`config.mk`:
```
export PLATFORM = sky130hd
export DESIGN_NAME = ext_bus_ctrl
export DESIGN_NICKNAME = d
export VERILOG_FILES = /design/src/rtl/ebc_pkg.sv /design/src/rtl/ebc_area_dec.sv /design/src/rtl/ebc_seq.sv /design/src/rtl/ebc_lane.sv /design/src/rtl/ext_bus_ctrl.sv
export SDC_FILE = /design/constraint.sdc
export NUM_CORES = 1
export LEC_CHECK = 0
export ABC_AREA = 1
export BUFFER_PORTS_ARGS = -buffer_cell sky130_fd_sc_hd__clkbuf_2
export CORE_UTILIZATION = 46
export CTS_BUF_LIST = sky130_fd_sc_hd__clkbuf_4 sky130_fd_sc_hd__clkbuf_8
export CTS_CLUSTER_DIAMETER = 30
export CTS_CLUSTER_SIZE = 8
export DETAILED_ROUTE_END_ITERATION = 8
export PLACE_DENSITY = 0.78
export SETUP_SLACK_MARGIN = 0.05
export SKIP_LAST_GASP = 1
export SLEW_MARGIN = 20
export SYNTH_ARGS = -nofsm -noshare
export SYNTH_HDL_FRONTEND = slang
export SYNTH_SLANG_ARGS = --single-unit
```
`constraint.sdc`:
```
create_clock -name clk_i -period 1.7 [get_ports clk_i]
set_input_delay 0.17 -clock clk_i [delete_from_list [all_inputs] [get_ports clk_i]]
set_output_delay 0.17 -clock clk_i [all_outputs]
set_load 0.005 [all_outputs]
```
`src/rtl/ebc_pkg.sv`:
```
package ebc_pkg;
  localparam int unsigned ADDR_W   = 24;
  localparam int unsigned N_AREA   = 4;
  localparam int unsigned TAG_W    = 8;
  localparam int unsigned MUX_AREA = 2;
  // window base and size in units of 2^(ADDR_W-TAG_W) bytes, area 3 leftmost
  localparam logic [N_AREA*TAG_W-1:0] AREA_BASE = {8'h80, 8'h40, 8'h20, 8'h10};
  localparam logic [N_AREA*TAG_W-1:0] AREA_SIZE = {8'h80, 8'h40, 8'h20, 8'h10};

  typedef enum logic [1:0] {PH_IDLE, PH_ADDR, PH_STRB, PH_END} phase_e;

  typedef struct packed {
    logic we;
    logic word;
    logic ext;
    logic bus8;
    logic mux;
  } acc_t;
endpackage

```
`src/rtl/ebc_area_dec.sv`:
```
module ebc_area_dec #(
  parameter int unsigned N_AREA = 4,
  parameter int unsigned TAG_W  = 8,
  parameter logic [N_AREA*TAG_W-1:0] BASE = '0,
  parameter logic [N_AREA*TAG_W-1:0] SIZE = '0,
  localparam int unsigned CSW = (N_AREA > 1) ? $clog2(N_AREA) : 1
) (
  input  logic [TAG_W-1:0] tag_i,
  output logic             hit_o,
  output logic [CSW-1:0]   area_o
);
  logic [N_AREA-1:0] match;

  for (genvar g = 0; g < N_AREA; g++) begin : g_win
    logic [TAG_W:0] rel;
    assign rel = {1'b0, tag_i} - {1'b0, BASE[g*TAG_W +: TAG_W]};
    assign match[g] = !rel[TAG_W] && (rel[TAG_W-1:0] < SIZE[g*TAG_W +: TAG_W]);
  end

  // lowest index wins on overlap
  always_comb begin
    area_o = '0;
    for (int i = N_AREA - 1; i >= 0; i--) begin
      if (match[i]) area_o = CSW'(i);
    end
  end

  assign hit_o = |match;
endmodule

```
`src/rtl/ebc_seq.sv`:
```
module ebc_seq
  import ebc_pkg::*;
#(
  parameter int unsigned AW     = 24,
  parameter int unsigned N_AREA = 4,
  localparam int unsigned CSW   = (N_AREA > 1) ? $clog2(N_AREA) : 1
) (
  input  logic           clk_i,
  input  logic           rst_ni,
  input  logic           en_i,
  input  logic           req_i,
  input  logic           we_i,
  input  logic           word_i,
  input  logic [AW-1:0]  addr_i,
  input  logic [15:0]    wdata_i,
  input  logic           hit_i,
  input  logic [CSW-1:0] area_i,
  input  logic           bus8_i,
  input  logic           mux_i,
  input  logic           addr_hold_i,
  input  logic           rdy_i,
  input  logic [15:0]    data_i,
  output phase_e         phase_o,
  output logic           part_o,
  output acc_t           acc_o,
  output logic [CSW-1:0] area_o,
  output logic [AW-1:0]  addr_o,
  output logic [15:0]    wdata_o,
  output logic [15:0]    rdata_o,
  output logic           ack_o
);
  phase_e         phase_q;
  logic           part_q;
  acc_t           acc_q;
  logic [CSW-1:0] area_q;
  logic [AW-1:0]  addr_q;
  logic [15:0]    wdata_q, rdata_q;
  logic           split;

  assign split = acc_q.ext && acc_q.bus8 && acc_q.word;

  always_ff @(posedge clk_i or negedge rst_ni) begin
    if (!rst_ni) begin
      phase_q <= PH_IDLE;
      part_q  <= 1'b0;
      acc_q   <= '0;
      area_q  <= '0;
      addr_q  <= '0;
      wdata_q <= '0;
      rdata_q <= '0;
    end else begin
      unique case (phase_q)
        PH_IDLE: if (req_i && en_i) begin
          phase_q    <= PH_ADDR;
          part_q     <= 1'b0;
          acc_q.we   <= we_i;
          acc_q.word <= word_i;
          acc_q.ext  <= hit_i;
          acc_q.bus8 <= bus8_i;
          acc_q.mux  <= mux_i;
          area_q     <= area_i;
          wdata_q    <= wdata_i;
          if (hit_i || !addr_hold_i) addr_q <= word_i ? {addr_i[AW-1:1], 1'b0} : addr_i;
          if (!we_i) rdata_q <= '0;
        end
        PH_ADDR: phase_q <= PH_STRB;
        PH_STRB: if (rdy_i || !acc_q.ext) begin
          phase_q <= PH_END;
          if (acc_q.ext && !acc_q.we) begin
            if (split) begin
              if (part_q) rdata_q[15:8] <= data_i[7:0];
              else        rdata_q[7:0]  <= data_i[7:0];
            end else if (acc_q.word) begin
              rdata_q <= data_i;
            end else begin
              rdata_q <= {8'h00, (addr_q[0] && !acc_q.bus8) ? data_i[15:8] : data_i[7:0]};
            end
          end
        end
        PH_END: begin
          if (split && !part_q) begin
            part_q    <= 1'b1;
            addr_q[0] <= 1'b1;
            phase_q   <= PH_ADDR;
          end else begin
            phase_q <= PH_IDLE;
          end
        end
        default: phase_q <= PH_IDLE;
      endcase
    end
  end

  assign phase_o = phase_q;
  assign part_o  = part_q;
  assign acc_o   = acc_q;
  assign area_o  = area_q;
  assign addr_o  = addr_q;
  assign wdata_o = wdata_q;
  assign rdata_o = rdata_q;
  assign ack_o   = (phase_q == PH_END) && !(split && !part_q);
endmodule

```
`src/rtl/ebc_lane.sv`:
```
module ebc_lane
  import ebc_pkg::*;
#(
  parameter int unsigned N_AREA = 4,
  localparam int unsigned CSW   = (N_AREA > 1) ? $clog2(N_AREA) : 1
) (
  input  phase_e            phase_i,
  input  logic              part_i,
  input  acc_t              acc_i,
  input  logic [CSW-1:0]    area_i,
  input  logic [7:0]        addr_lo_i,
  input  logic [15:0]       wdata_i,
  output logic              ale_o,
  output logic              rd_no,
  output logic              wr_lo_no,
  output logic              wr_hi_no,
  output logic [N_AREA-1:0] cs_no,
  output logic [15:0]       data_o,
  output logic [1:0]        oe_o
);
  logic act, strb, lo_sel, hi_sel, drive;
  logic [7:0] byte8;

  assign act  = acc_i.ext && (phase_i != PH_IDLE);
  assign strb = acc_i.ext && (phase_i == PH_STRB);

  always_comb begin
    cs_no = '1;
    if (act) cs_no[area_i] = 1'b0;
  end

  // lane choice follows width and address parity
  always_comb begin
    if (acc_i.bus8)     {hi_sel, lo_sel} = 2'b01;
    else if (acc_i.word) {hi_sel, lo_sel} = 2'b11;
    else                 {hi_sel, lo_sel} = {addr_lo_i[0], !addr_lo_i[0]};
  end

  assign ale_o    = acc_i.ext && (phase_i == PH_ADDR);
  assign rd_no    = !(strb && !acc_i.we);
  assign wr_lo_no = !(strb && acc_i.we && lo_sel);
  assign wr_hi_no = !(strb && acc_i.we && hi_sel);

  assign byte8 = (acc_i.word && part_i) ? wdata_i[15:8] : wdata_i[7:0];
  assign drive = acc_i.ext && acc_i.we && ((phase_i == PH_STRB) || (phase_i == PH_END));

  always_comb begin
    data_o = '0;
    oe_o   = 2'b00;
    if (acc_i.mux && ale_o) begin
      data_o = {8'h00, addr_lo_i};
      oe_o   = 2'b01;
    end else if (drive) begin
      if (acc_i.bus8)      data_o = {8'h00, byte8};
      else if (acc_i.word) data_o = wdata_i;
      else                 data_o = {wdata_i[7:0], wdata_i[7:0]};
      oe_o = {hi_sel, lo_sel};
    end
  end
endmodule

```
`src/rtl/ext_bus_ctrl.sv`:
```
module ext_bus_ctrl
  import ebc_pkg::*;
#(
  parameter int unsigned AW       = ADDR_W,
  parameter int unsigned N_CS     = N_AREA,
  parameter int unsigned TAGW     = TAG_W,
  parameter int unsigned MUX_SEL  = MUX_AREA,
  parameter logic [N_CS*TAGW-1:0] WIN_BASE = AREA_BASE,
  parameter logic [N_CS*TAGW-1:0] WIN_SIZE = AREA_SIZE,
  localparam int unsigned CSW = (N_CS > 1) ? $clog2(N_CS) : 1
) (
  input  logic            clk_i,
  input  logic            rst_ni,
  input  logic            width_strap_i,
  input  logic [N_CS-2:0] area8_i,
  input  logic            mux_en_i,
  input  logic            addr_hold_i,
  input  logic            req_i,
  input  logic            we_i,
  input  logic            word_i,
  input  logic [AW-1:0]   addr_i,
  input  logic [15:0]     wdata_i,
  output logic            ack_o,
  output logic [15:0]     rdata_o,
  output logic [AW-1:0]   ext_addr_o,
  input  logic [15:0]     ext_data_i,
  output logic [15:0]     ext_data_o,
  output logic [1:0]      ext_data_oe_o,
  output logic            ale_o,
  output logic            rd_no,
  output logic            wr_lo_no,
  output logic            wr_hi_no,
  output logic [N_CS-1:0] cs_no,
  input  logic            rdy_i
);
  logic           strap8_q, strap_done_q;
  logic           hit_w, bus8_w, mux_w;
  logic [CSW-1:0] area_w, area_q;
  logic [N_CS-1:0] narrow_map;
  phase_e         phase;
  logic           part;
  acc_t           acc;
  logic [AW-1:0]  addr_q;
  logic [15:0]    wdata_q;
  logic           act_bus8;

  // strap is captured once, on the first edge after reset
  always_ff @(posedge clk_i or negedge rst_ni) begin
    if (!rst_ni) begin
      strap8_q     <= 1'b0;
      strap_done_q <= 1'b0;
    end else if (!strap_done_q) begin
      strap8_q     <= width_strap_i;
      strap_done_q <= 1'b1;
    end
  end

  ebc_area_dec #(
    .N_AREA (N_CS),
    .TAG_W  (TAGW),
    .BASE   (WIN_BASE),
    .SIZE   (WIN_SIZE)
  ) u_dec (
    .tag_i  (addr_i[AW-1 -: TAGW]),
    .hit_o  (hit_w),
    .area_o (area_w)
  );

  assign narrow_map = {area8_i, 1'b0};
  assign bus8_w     = strap8_q || narrow_map[area_w];
  assign mux_w      = bus8_w && mux_en_i && (area_w == CSW'(MUX_SEL));

  ebc_seq #(.AW(AW), .N_AREA(N_CS)) u_seq (
    .clk_i       (clk_i),
    .rst_ni      (rst_ni),
    .en_i        (strap_done_q),
    .req_i       (req_i),
    .we_i        (we_i),
    .word_i      (word_i),
    .addr_i      (addr_i),
    .wdata_i     (wdata_i),
    .hit_i       (hit_w),
    .area_i      (area_w),
    .bus8_i      (bus8_w),
    .mux_i       (mux_w),
    .addr_hold_i (addr_hold_i),
    .rdy_i       (rdy_i),
    .data_i      (ext_data_i),
    .phase_o     (phase),
    .part_o      (part),
    .acc_o       (acc),
    .area_o      (area_q),
    .addr_o      (addr_q),
    .wdata_o     (wdata_q),
    .rdata_o     (rdata_o),
    .ack_o       (ack_o)
  );

  ebc_lane #(.N_AREA(N_CS)) u_lane (
    .phase_i   (phase),
    .part_i    (part),
    .acc_i     (acc),
    .area_i    (area_q),
    .addr_lo_i (addr_q[7:0]),
    .wdata_i   (wdata_q),
    .ale_o     (ale_o),
    .rd_no     (rd_no),
    .wr_lo_no  (wr_lo_no),
    .wr_hi_no  (wr_hi_no),
    .cs_no     (cs_no),
    .data_o    (ext_data_o),
    .oe_o      (ext_data_oe_o)
  );

  assign ext_addr_o = addr_q;
  assign act_bus8   = acc.ext && acc.bus8;
endmodule

```
## Word level (Yosys, flattened, before mapping)

Index checks and enable logic that the tools add are counted.

- Register bits after elaboration: 68
- Input bits: 68
- Output and inout bits: 67
- Word-level logic and storage cells: 135

- Add/subtract/negate cells: 4
- $lt $le $gt $ge: 7
- Equal/unequal tests: 12
- Muxes and demuxes: 41
- Bitwise operators: 1
- Reductions and logical operators: 55

Operator list:

| cell | number |
|---|---|
| $mux W16 | 10 |
| $mux W8 | 4 |
| $pmux W16 S2 | 1 |
| $logic_and A1 B1 Y1 | 25 |
| $mux W2 | 8 |
| $logic_not A1 Y1 | 14 |
| $mux W1 | 12 |
| $reduce_and A6 Y1 | 2 |
| $sub A8 B5 Y9 const B | 1 |
| $sub A8 B6 Y9 const B | 1 |
| $sub A8 B7 Y9 const B | 1 |
| $sub A8 B8 Y9 const B | 1 |
| $lt A8 B5 Y1 const B | 1 |
| $lt A8 B6 Y1 const B | 1 |
| $lt A8 B7 Y1 const B | 1 |
| $lt A8 B8 Y1 const B | 1 |
| $ne A2 B2 Y1 const B | 4 |
| $pmux W2 S4 | 1 |
| $eq A2 B2 Y1 const B | 3 |
| $lt A2 B3 Y1 const B | 2 |
| $ne A3 B3 Y1 const B | 2 |
| $reduce_and A3 Y1 | 2 |
| $reduce_bool A2 Y1 | 3 |
| $logic_or A1 B1 Y1 | 4 |
| 12 further kinds | 15 |

## Depth between registers and ports, before layout

Gate-level depths: netlist of run 1.

- Depth after elaboration: 12
- Depth in mapped cells: 13
- Gate-level depth less buffers: 12

## By module

Synthesis of run 1 repeated with hierarchy kept, for this count alone.

- Cell total of the unflattened synthesis: 538
- Area total of the unflattened synthesis: 3793.6 µm²

Modules (own cells, without submodules):

| module | times used | cells each | area an instance (µm²) | seq. area each (µm²) |
|---|---|---|---|---|
| ebc_seq | 1 | 388 | 3055.4 | 1651.6 |
| ebc_lane | 1 | 106 | 483.0 | 0.0 |
| ebc_area_dec | 1 | 28 | 130.1 | 0.0 |
| ext_bus_ctrl | 1 | 16 | 125.1 | 50.0 |

## Least setup slack after synthesis of run 1

No wires, ideal clock.

- Kind: reg2out
- Start point: reg u_seq.phase_q[0], in the netlist u_seq.phase_o[0]
- End point: out ext_data_o[7]
- Arrival: 1.621 ns
- Data required time: 1.530 ns
- Setup slack: -0.091 ns
- Cell stages (with the launch flop): 9
- Buffers on the path: 1
- Cells stage by stage: dfrtp_1 -> inv_1 -> ha_1 -> inv_1 -> buf_2 -> a21oi_4 -> nand2_2 -> a21oi_1 -> a32o_1

- Longest elaborated chain between the ends: 5
- Elaborated cells on any way between the ends: 9
- Those cells by class: 3 x eq/ne; 2 x mux; 4 x reduce/logical

RTL lines:

| what | RTL line | RTL |
|---|---|---|
| start: declaration | ebc_seq.sv:32 | `phase_e phase_q;` |
| start signal: assignment | ebc_seq.sv:44 | `phase_q <= PH_IDLE;` |
| start signal: assignment | ebc_seq.sv:54 | `phase_q <= PH_ADDR;` |
| start signal: assignment | ebc_seq.sv:66 | `PH_ADDR: phase_q <= PH_STRB;` |
| $eq A2 B2 Y1 | ebc_lane.sv:45 | `assign drive = acc_i.ext && acc_i.we && ((phase_i == PH_STRB) \|\| (phase_i == PH_END));` |
| $logic_or A1 B1 Y1 | ebc_lane.sv:45 |  |
| $logic_and A1 B1 Y1 | ebc_lane.sv:45 |  |
| $mux W16 | ebc_lane.sv:53 | `end else if (drive) begin` |
| $mux W16 * | ebc_lane.sv:50 | `if (acc_i.mux && ale_o) begin` |
| end: declaration | ext_bus_ctrl.sv:27 | `output logic [15:0] ext_data_o,` |

Every way passes the cells marked *; elsewhere a longest branch is shown, timed or not.

## Worst setup path in the final report of run 1

- Start point: reg u_seq.phase_q[1], in the netlist u_seq.phase_o[1]
- End point: out ext_data_o[15]

The elaborated chain is that of the path after synthesis.

==> reports/summary.txt, run 1 <==
Die ar. - 8253 sq um
net count after synthesis - 535
r2r setup slk - -0.08 ns
vias per inst - 5.357
clk sinks - 68
EDFF count, synth - 0
hold path depth - 3
status - finished, violations left
leakage dissipation - 2.826 nW
post-DR wirelength/cell - 16.16 microns
die height - 90.85 microns
cts bufs inserted - 9
min Tclk post-route - 2.127 ns
failing checks - negative setup slack
#FFs+latches synth - 68
ys async rst share - 1.000
RSZ-0062 raised after global routing - true
NumNets Final - 706
Synth Warn # - 0
layout cell share with drive strength beyond 1 - 0.4223
top-count cell post-synth - nand2_1
crit-path max FO - 5
Fin Setup TNS - -8.196 ns
First DRT Iteration DRCs - 271
largest net degree at the start of global routing - 69
worst setup path class - register to primary output
pre-CTS setup slack - -0.07421 ns
Mapped Area - 3631 sq um
vias in the first global route - 3789
total routed wirelength - 11940 microns
Slew Viols, Final - 0
I/O pin count - 135
via count - 3959
post-synthesis sequential area ratio - 0.4686
global route overflow - 0
final hold vios - 0
Hold Path Class - primary input to register
Unique masters post-synth - 34
Final ANT Viol Nets - 0
syn avg cell area - 7.876 sq um
Max-Cap Viols - 0
CP required - 1.53 ns
library cell with the largest summed area after synthesis - dfrtp_1
post-detail-place hpwl - 7454 microns
die width - 90.85 microns
Setup crit start kind - register
Power Dens Cells - 1656 nW/um^2
initial antenna violation count - 0
Non-Filler Instances - 739
Starting Density - 0.4723
Tcrit/Tclk final - 1.251
commonest cells in the netlist - 151 x nand2_1, 68 x dfrtp_1, 55 x nand3_1
Placer Congestion - 0.8863
H-tree Lvls - 3
maximum clock path buffer count - 2
Primary FF master, synth - dfrtp_1
clock skew - 0.01059 ns
DRC - 0
Reg2Reg Depth - 11
synth top area cells - dfrtp_1 47%, nand2_1 16%, nand3_1 7.6%
kind of end point of the critical path - primary output
setup violators final - 64
post-route setup slack - -0.4270 ns
input/output buffers - 134
Root Driver - clkbuf_8
CP arrival - 1.96 ns
Final Power - 0.009018 W
worst skew pair latency - 0.35 ns
placed cells - 698
# rows - 32
Peak VDD IR - 845.4 uV
final core area utilization - 0.7083
area grow syn2layout - 49.97%
Antenna Cells - 0
Synth top area share - 0.4686
synthesized netlist cell count - 461
clk slew on worst S/H paths - 0.08 ns
DR pass1 iterations - 5
Max Clk Rate - 470.1 MHz
Total GRT Usage - 0.2800
CTS tree - done
first-pass GRT wire length - 18060 microns
Core ar. - 7687 sq um
## cell type report
type	instances	area [sq um]
Clock buffer	11	151.4
Clock inverter	5	83.83
Fill cell	586	2242
Inverter	46	183.9
Multi-Input combinational cell	329	2044
Sequential cell	68	1703
Tap cell	102	127.6
Timing Repair Buffer	177	1144
Timing Repair inverter	1	7.507
## power by group
| group | internal (W) | switching (W) |
|---|---|---|
| clock | 0.000908 | 0.000646 |
| combinational | 0.00192 | 0.00267 |
| sequential | 0.00231 | 0.000561 |
| total | 0.00514 | 0.00388 |
## stage by stage
stage	hold WS, ns	area, sq um
final	0.02400	5445
after global routing	0.02562	5445
after floorplan	-0.1256	3647
after global placement	0.2195	4538
after detailed placement	0.2220	4538
after CTS	0.02155	5126
## cells in the final DEF, fill, tap and decap left out, types with 3 or more instances in the layout
cell type / instances
nand2_1: 137
clkbuf_2: 122
inv_4: 3
mux2i_1: 7
buf_12: 3
nor2_1: 17
o21ai_0: 17
inv_1: 35
buf_2: 9
dfrtp_1: 67
a21oi_1: 12
nand2_2: 10
inv_2: 7
nand2_4: 6
a2111oi_4: 8
clkbuf_8: 11
o21ai_2: 10
buf_6: 14
o21ai_1: 18
buf_4: 26
ha_1: 3
nand3_4: 3
nand3_1: 45
nand3_2: 7
nand4_1: 3
clkinvlp_4: 4
## logic make-up after synthesis
kind of cell | synth area share
flip-flops | 0.4686
multiplexers | 0.02240
AND/OR/NAND/NOR | 0.2736
buffers and inverters | 0.07512
adder cells (fa/ha/maj) | 0.02067
other | 0.001033
AO/OA/AOI/OAI | 0.1385
## final timing paths
check,startpoint,endpoint
hold reg to reg,strap_done_q,strap8_q
setup / recovery,u_seq.phase_o[1],ext_data_o[15]
max in group asynchronous,rst_ni,u_seq.acc_o[2]
setup reg to reg,u_seq.phase_o[0],u_seq.addr_o[5]
hold / removal,wdata_i[4],u_seq.wdata_o[4]
min in group asynchronous,rst_ni,u_seq.wdata_o[11]
## critical path: stages, from the launching register on
cell	delay [ns]
dfrtp_1	0.44
buf_6	0.13
ha_4	0.14
inv_4	0.05
a21oi_4	0.21
buf_6	0.15
nand2_8	0.07
a2111oi_4	0.25
buf_2	0.18
## registers in the layout (all words and copies together), names as in the netlist
register       cells
strap8_q           1
u_seq.acc_o        5
u_seq.wdata_o     16
strap_done_q       1
u_seq.part_o       1
u_seq.addr_o      24
u_seq.area_o       2
u_seq.phase_o      2
u_seq.rdata_o     16
## timing repair
item                       CTS  global route
hold endpoints to repair    68             0
pin swaps                    2            17
setup buffers               13             8
resized for setup           33            89
hold buffers                 1             0
setup endpoints to repair   54            93
cloned                       6             0
## per-layer routing
layer	part of all wire	vias up	routed length (microns)	GRT usage
li1	-	1852	-	-
met3	0.079	35	941	0.06229
met1	0.40	1862	4817	0.3577
met5	0	-	0	0
met2	0.49	210	5823	0.4602
met4	0.030	0	357	0.1138
Note: power is estimated with default switching activity, not from simulation.
==> run 2: changes to the inputs <==
ABC_AREA = unset   (was 1)
==> reports/summary.txt, run 2 <==
Placer Congestion - 0.9044 (was 0.8863)
CP max stage delay - 0.43 ns (was 0.44 ns)
worst setup path class - register to register (was register to primary output)
Global Route met3 Usage - 0.05721 (was 0.06229)
First DRT Iteration DRCs - 136 (was 271)
Hold Path Class - primary input to register (unchanged)
# rows - 32 (unchanged)
Core ar. - 7767 sq um (was 7687 sq um)
post-route setup slack - -0.3999 ns (was -0.4270 ns)
total routed wirelength - 11440 microns (was 11940 microns)
H-tree Lvls - 3 (unchanged)
Max-Cap Viols - 0 (unchanged)
Flop pwr share - 0.318 (was 0.319)
Synth Warn # - 0 (unchanged)
kind of end point of the critical path - register (was primary output)
Max Clk Rate - 476.2 MHz (was 470.1 MHz)
I/O pin count - 135 (unchanged)
Critical R2R Launch - u_seq.phase_o[0] (unchanged)
final hold vios - 0 (unchanged)
most frequent cells in the layout - 128 x clkbuf_2, 78 x nand2_1, 66 x dfrtp_1 (was 137 x nand2_1, 122 x clkbuf_2, 67 x dfrtp_1)
Primary FF master, synth - dfrtp_1 (unchanged)
Unique masters post-synth - 54 (was 34)
synthesized netlist cell count - 359 (was 461)
DR pass1 iterations - 4 (was 5)
Final Power - 0.009432 W (was 0.009018 W)
crit-path max FO - 6 (was 5)
Min Hold Slack - 0.01609 ns (was 0.02400 ns)
Peak VDD IR - 837.1 uV (was 845.4 uV)
clk sinks - 68 (unchanged)
Power Dens Cells - 1669 nW/um^2 (was 1656 nW/um^2)
Starting Density - 0.4762 (was 0.4723)
net count after synthesis - 433 (was 535)
Clock power frac - 0.127 (was 0.172)
CP required - 1.92 ns (was 1.53 ns)
XOR/XNOR Fraction of Synth Area - 0.004736 (was 0)
vias per inst - 5.484 (was 5.357)
Most Crowded Layer GR - met2 (unchanged)
die width - 91.67 microns (was 90.85 microns)
post-DR wirelength/cell - 17.26 microns (was 16.16 microns)
maximum clock path buffer count - 2 (unchanged)
post-synthesis sequential area ratio - 0.4601 (was 0.4686)
Sw Ratio - 0.3901 (was 0.4303)
synth top area cells - dfrtp_1 46%, mux2i_1 9.5%, nand2_1 8.2% (was dfrtp_1 47%, nand2_1 16%, nand3_1 7.6%)
library cell with the largest summed area after synthesis - dfrtp_1 (unchanged)
post-detail-place hpwl - 7435 microns (was 7454 microns)
largest net degree at the start of global routing - 44 (was 69)
FF/Latch Area - 1704 sq um (was 1703 sq um)
Critical Path, Cell by Cell - inv_2 > buf_6 > ha_4 > and3_4 > and3_4 > a22oi_4 > buf_6 > buf_4 > buf_12 > mux2_4 (was buf_6 > ha_4 > inv_4 > a21oi_4 > buf_6 > nand2_8 > a2111oi_4 > buf_2)
syn avg cell area - 10.30 sq um (was 7.876 sq um)
power share of the combinational group - 0.555 (was 0.509)
first-pass GRT wire length - 18150 microns (was 18060 microns)
CP arrival - 2.32 ns (was 1.96 ns)
largest family of logic cells by synthesized area - simple AND/OR/NAND/NOR gates (unchanged)
input/output buffers - 134 (unchanged)
Setup crit start kind - register (unchanged)
worst skew pair latency - 0.34 ns (was 0.35 ns)
Post-Synth Adder-Cell Area - 0.02030 (was 0.02068)
fillers - 548 (was 586)
Antenna Cells - 0 (unchanged)
#FFs+latches synth - 68 (unchanged)
r2r setup slk - -0.40 ns (was -0.08 ns)
Compound-Gate Fraction of Synth Area - 0.1198 (was 0.1385)
die height - 91.67 microns (was 90.85 microns)
Root Driver - clkbuf_8 (unchanged)
Slew Viols, Final - 0 (unchanged)
clock skew - 0.006790 ns (was 0.01059 ns)
Psw - 0.003680 W (was 0.003881 W)
RSZ-0062 raised after global routing - true (unchanged)
Worst Setup EP - u_seq.addr_o[12] (was ext_data_o[15])
slowest CP cell - dfrtp_1 (unchanged)
CTS tree - done (unchanged)
EDFF count, synth - 0 (unchanged)
met1 usage - 0.3306 (was 0.3577)
status - finished, violations left (unchanged)
Mapped Area - 3699 sq um (was 3631 sq um)
Crit Reg-Reg Endpoint - u_seq.addr_o[12] (was u_seq.addr_o[5])
failing checks - negative setup slack (unchanged)
setup violators final - 85 (was 64)
cts bufs inserted - 9 (unchanged)
leakage dissipation - 2.973 nW (was 2.826 nW)
number of flip-flops in the largest register - 24 (unchanged)
Synth top area share - 0.4601 (was 0.4686)
vias in the first global route - 3744 (was 3789)
area grow syn2layout - 52.77% (was 49.97%)
placed cells - 613 (was 698)
top-count cell post-synth - nand2_1 (unchanged)
Non-Filler Instances - 663 (was 739)
simple-gate portion of the synthesized area - 0.1790 (was 0.2736)
global route overflow - 0 (unchanged)
mux contribution to synthesized area - 0.1749 (was 0.02240)
Critical Path Start - u_seq.phase_o[0] (was u_seq.phase_o[1])
Rel. slew slack - 0.3790
cell internal pwr - 0.005753 W (was 0.005137 W)
Worst Tran Pin Value - 0.9253 ns
NumNets Final - 630 (was 706)
commonest non-fill, non-tap cell in the layout - clkbuf_2 (was nand2_1)
min Tclk post-route - 2.100 ns (was 2.127 ns)
met2 Resource Use GR - 0.4962 (was 0.4602)
ys async rst share - 1.000 (unchanged)
DRC - 0 (unchanged)
multi-input logic area - 2227 sq um (was 2044 sq um)
initial antenna violation count - 0 (unchanged)
via count - 3636 (was 3959)
Reg2Reg Depth - 10 (was 11)
commonest cells in the netlist - 81 x nand2_1, 68 x dfrtp_1, 35 x mux2i_1 (was 151 x nand2_1, 68 x dfrtp_1, 55 x nand3_1)
Total GRT Usage - 0.2794 (was 0.2800)
Die ar. - 8402 sq um (was 8253 sq um)
Tcrit/Tclk final - 1.235 (was 1.251)
clk slew on worst S/H paths - 0.07 ns (was 0.08 ns)
layout cell share with drive strength beyond 1 - 0.5472 (was 0.4223)
Final ANT Viol Nets - 0 (unchanged)
==> run 2: changes by cell type after synthesis, moves of 9 or more <==
| cell | before | now |
|---|---|---|
| o21ai_1 | 10 | 1 |
| mux2_4 | 0 | 16 |
| nand3_1 | 55 | 4 |
| inv_1 | 42 | 5 |
| and3_1 | 0 | 11 |
| mux2i_1 | 7 | 35 |
| o21ai_0 | 35 | 12 |
| a21oi_1 | 14 | 2 |
| nand2_1 | 151 | 81 |
| a22o_1 | 0 | 10 |
==> run 2: worst min-delay path by stage <==
| stage | from | to | depth (start not counted) |
|---|---|---|---|
| 2_1_floorplan | rst_ni | strap8_q | 0 |
| 3_3_place_gp | rst_ni | u_seq.rdata_o[0] | 2 |
| 3_5_place_dp | rst_ni | u_seq.rdata_o[0] | 2 |
| 4_1_cts | wdata_i[0] | u_seq.wdata_o[0] | 3 |
| 5_1_grt | wdata_i[14] | u_seq.wdata_o[14] | 3 |
| 6_report | wdata_i[0] | u_seq.wdata_o[0] | 3 |
==> run 2: layer usage <==
layer	share of wire	up-vias
met5	0	-
met4	0.026	0
met3	0.055	30
met2	0.51	159
met1	0.41	1775
li1	-	1672
==> run 2: metrics by stage <==
stage,setup TNS [ns],cell area (sq um),utilization,setup slack (ns)
3_3_place_gp,-1.505,4815,0.6198,-0.07170
3_5_place_dp,-3.171,4815,0.6198,-0.1313
5_1_grt,-24.24,5650,0.7274,-0.4483
6_report,-18.59,5650,0.7274,-0.3999
2_1_floorplan,-3.974,3831,-,-0.1949
4_1_cts,-18.99,5443,0.7007,-0.4121
==> run 2: critical path, delay by kind of cell, from the launching register on <==
kind	cells	cell delay, ns
buf+inv	5	0.58
flops	1	0.43
simple gates	2	0.32
mux	1	0.30
compound gates	1	0.19
fa+ha+maj	1	0.15
==> run 2: cells by family after synthesis <==
group	after synthesis
other	1
adder cells (fa/ha/maj)	6
AND/OR/NAND/NOR	144
XOR/XNOR	2
flip-flops	68
multiplexers	56
buffers and inverters	27
AO/OA/AOI/OAI	55
==> run 2: what timing repair did <==
action                                  in CTS  in global routing
hold buffers                                 1                  0
hold endpoints to repair                    68                  0
endpoints found under the setup margin      65                 89
buffers inserted                            19                 13
gates cloned                                 6                  0
pin swaps                                   25                 20
gates resized for setup                     52                 51
==> run 2: area by class of cell <==
cell class / instances / share of cell area
flip-flops and latches: 68 / 0.3016
clock inverters: 4 / 0.004429
clock buffers: 12 / 0.02701
multi-input cells: 266 / 0.3942
well taps: 102 / 0.02259
repair buffers: 206 / 0.2465
inverters: 5 / 0.003764
==> run 2: power groups by stage <==
| stage | sequential [W] | clock, W | combinational [W] |
|---|---|---|---|
| floorplan | 0.00283 | 0 | 0.00248 |
| global placement | 0.00290 | 0 | 0.00382 |
| detailed placement | 0.00295 | 0 | 0.00395 |
| CTS | 0.00296 | 0.00122 | 0.00473 |
| global route | 0.00309 | 0.00130 | 0.00561 |
| finish | 0.00300 | 0.00120 | 0.00524 |
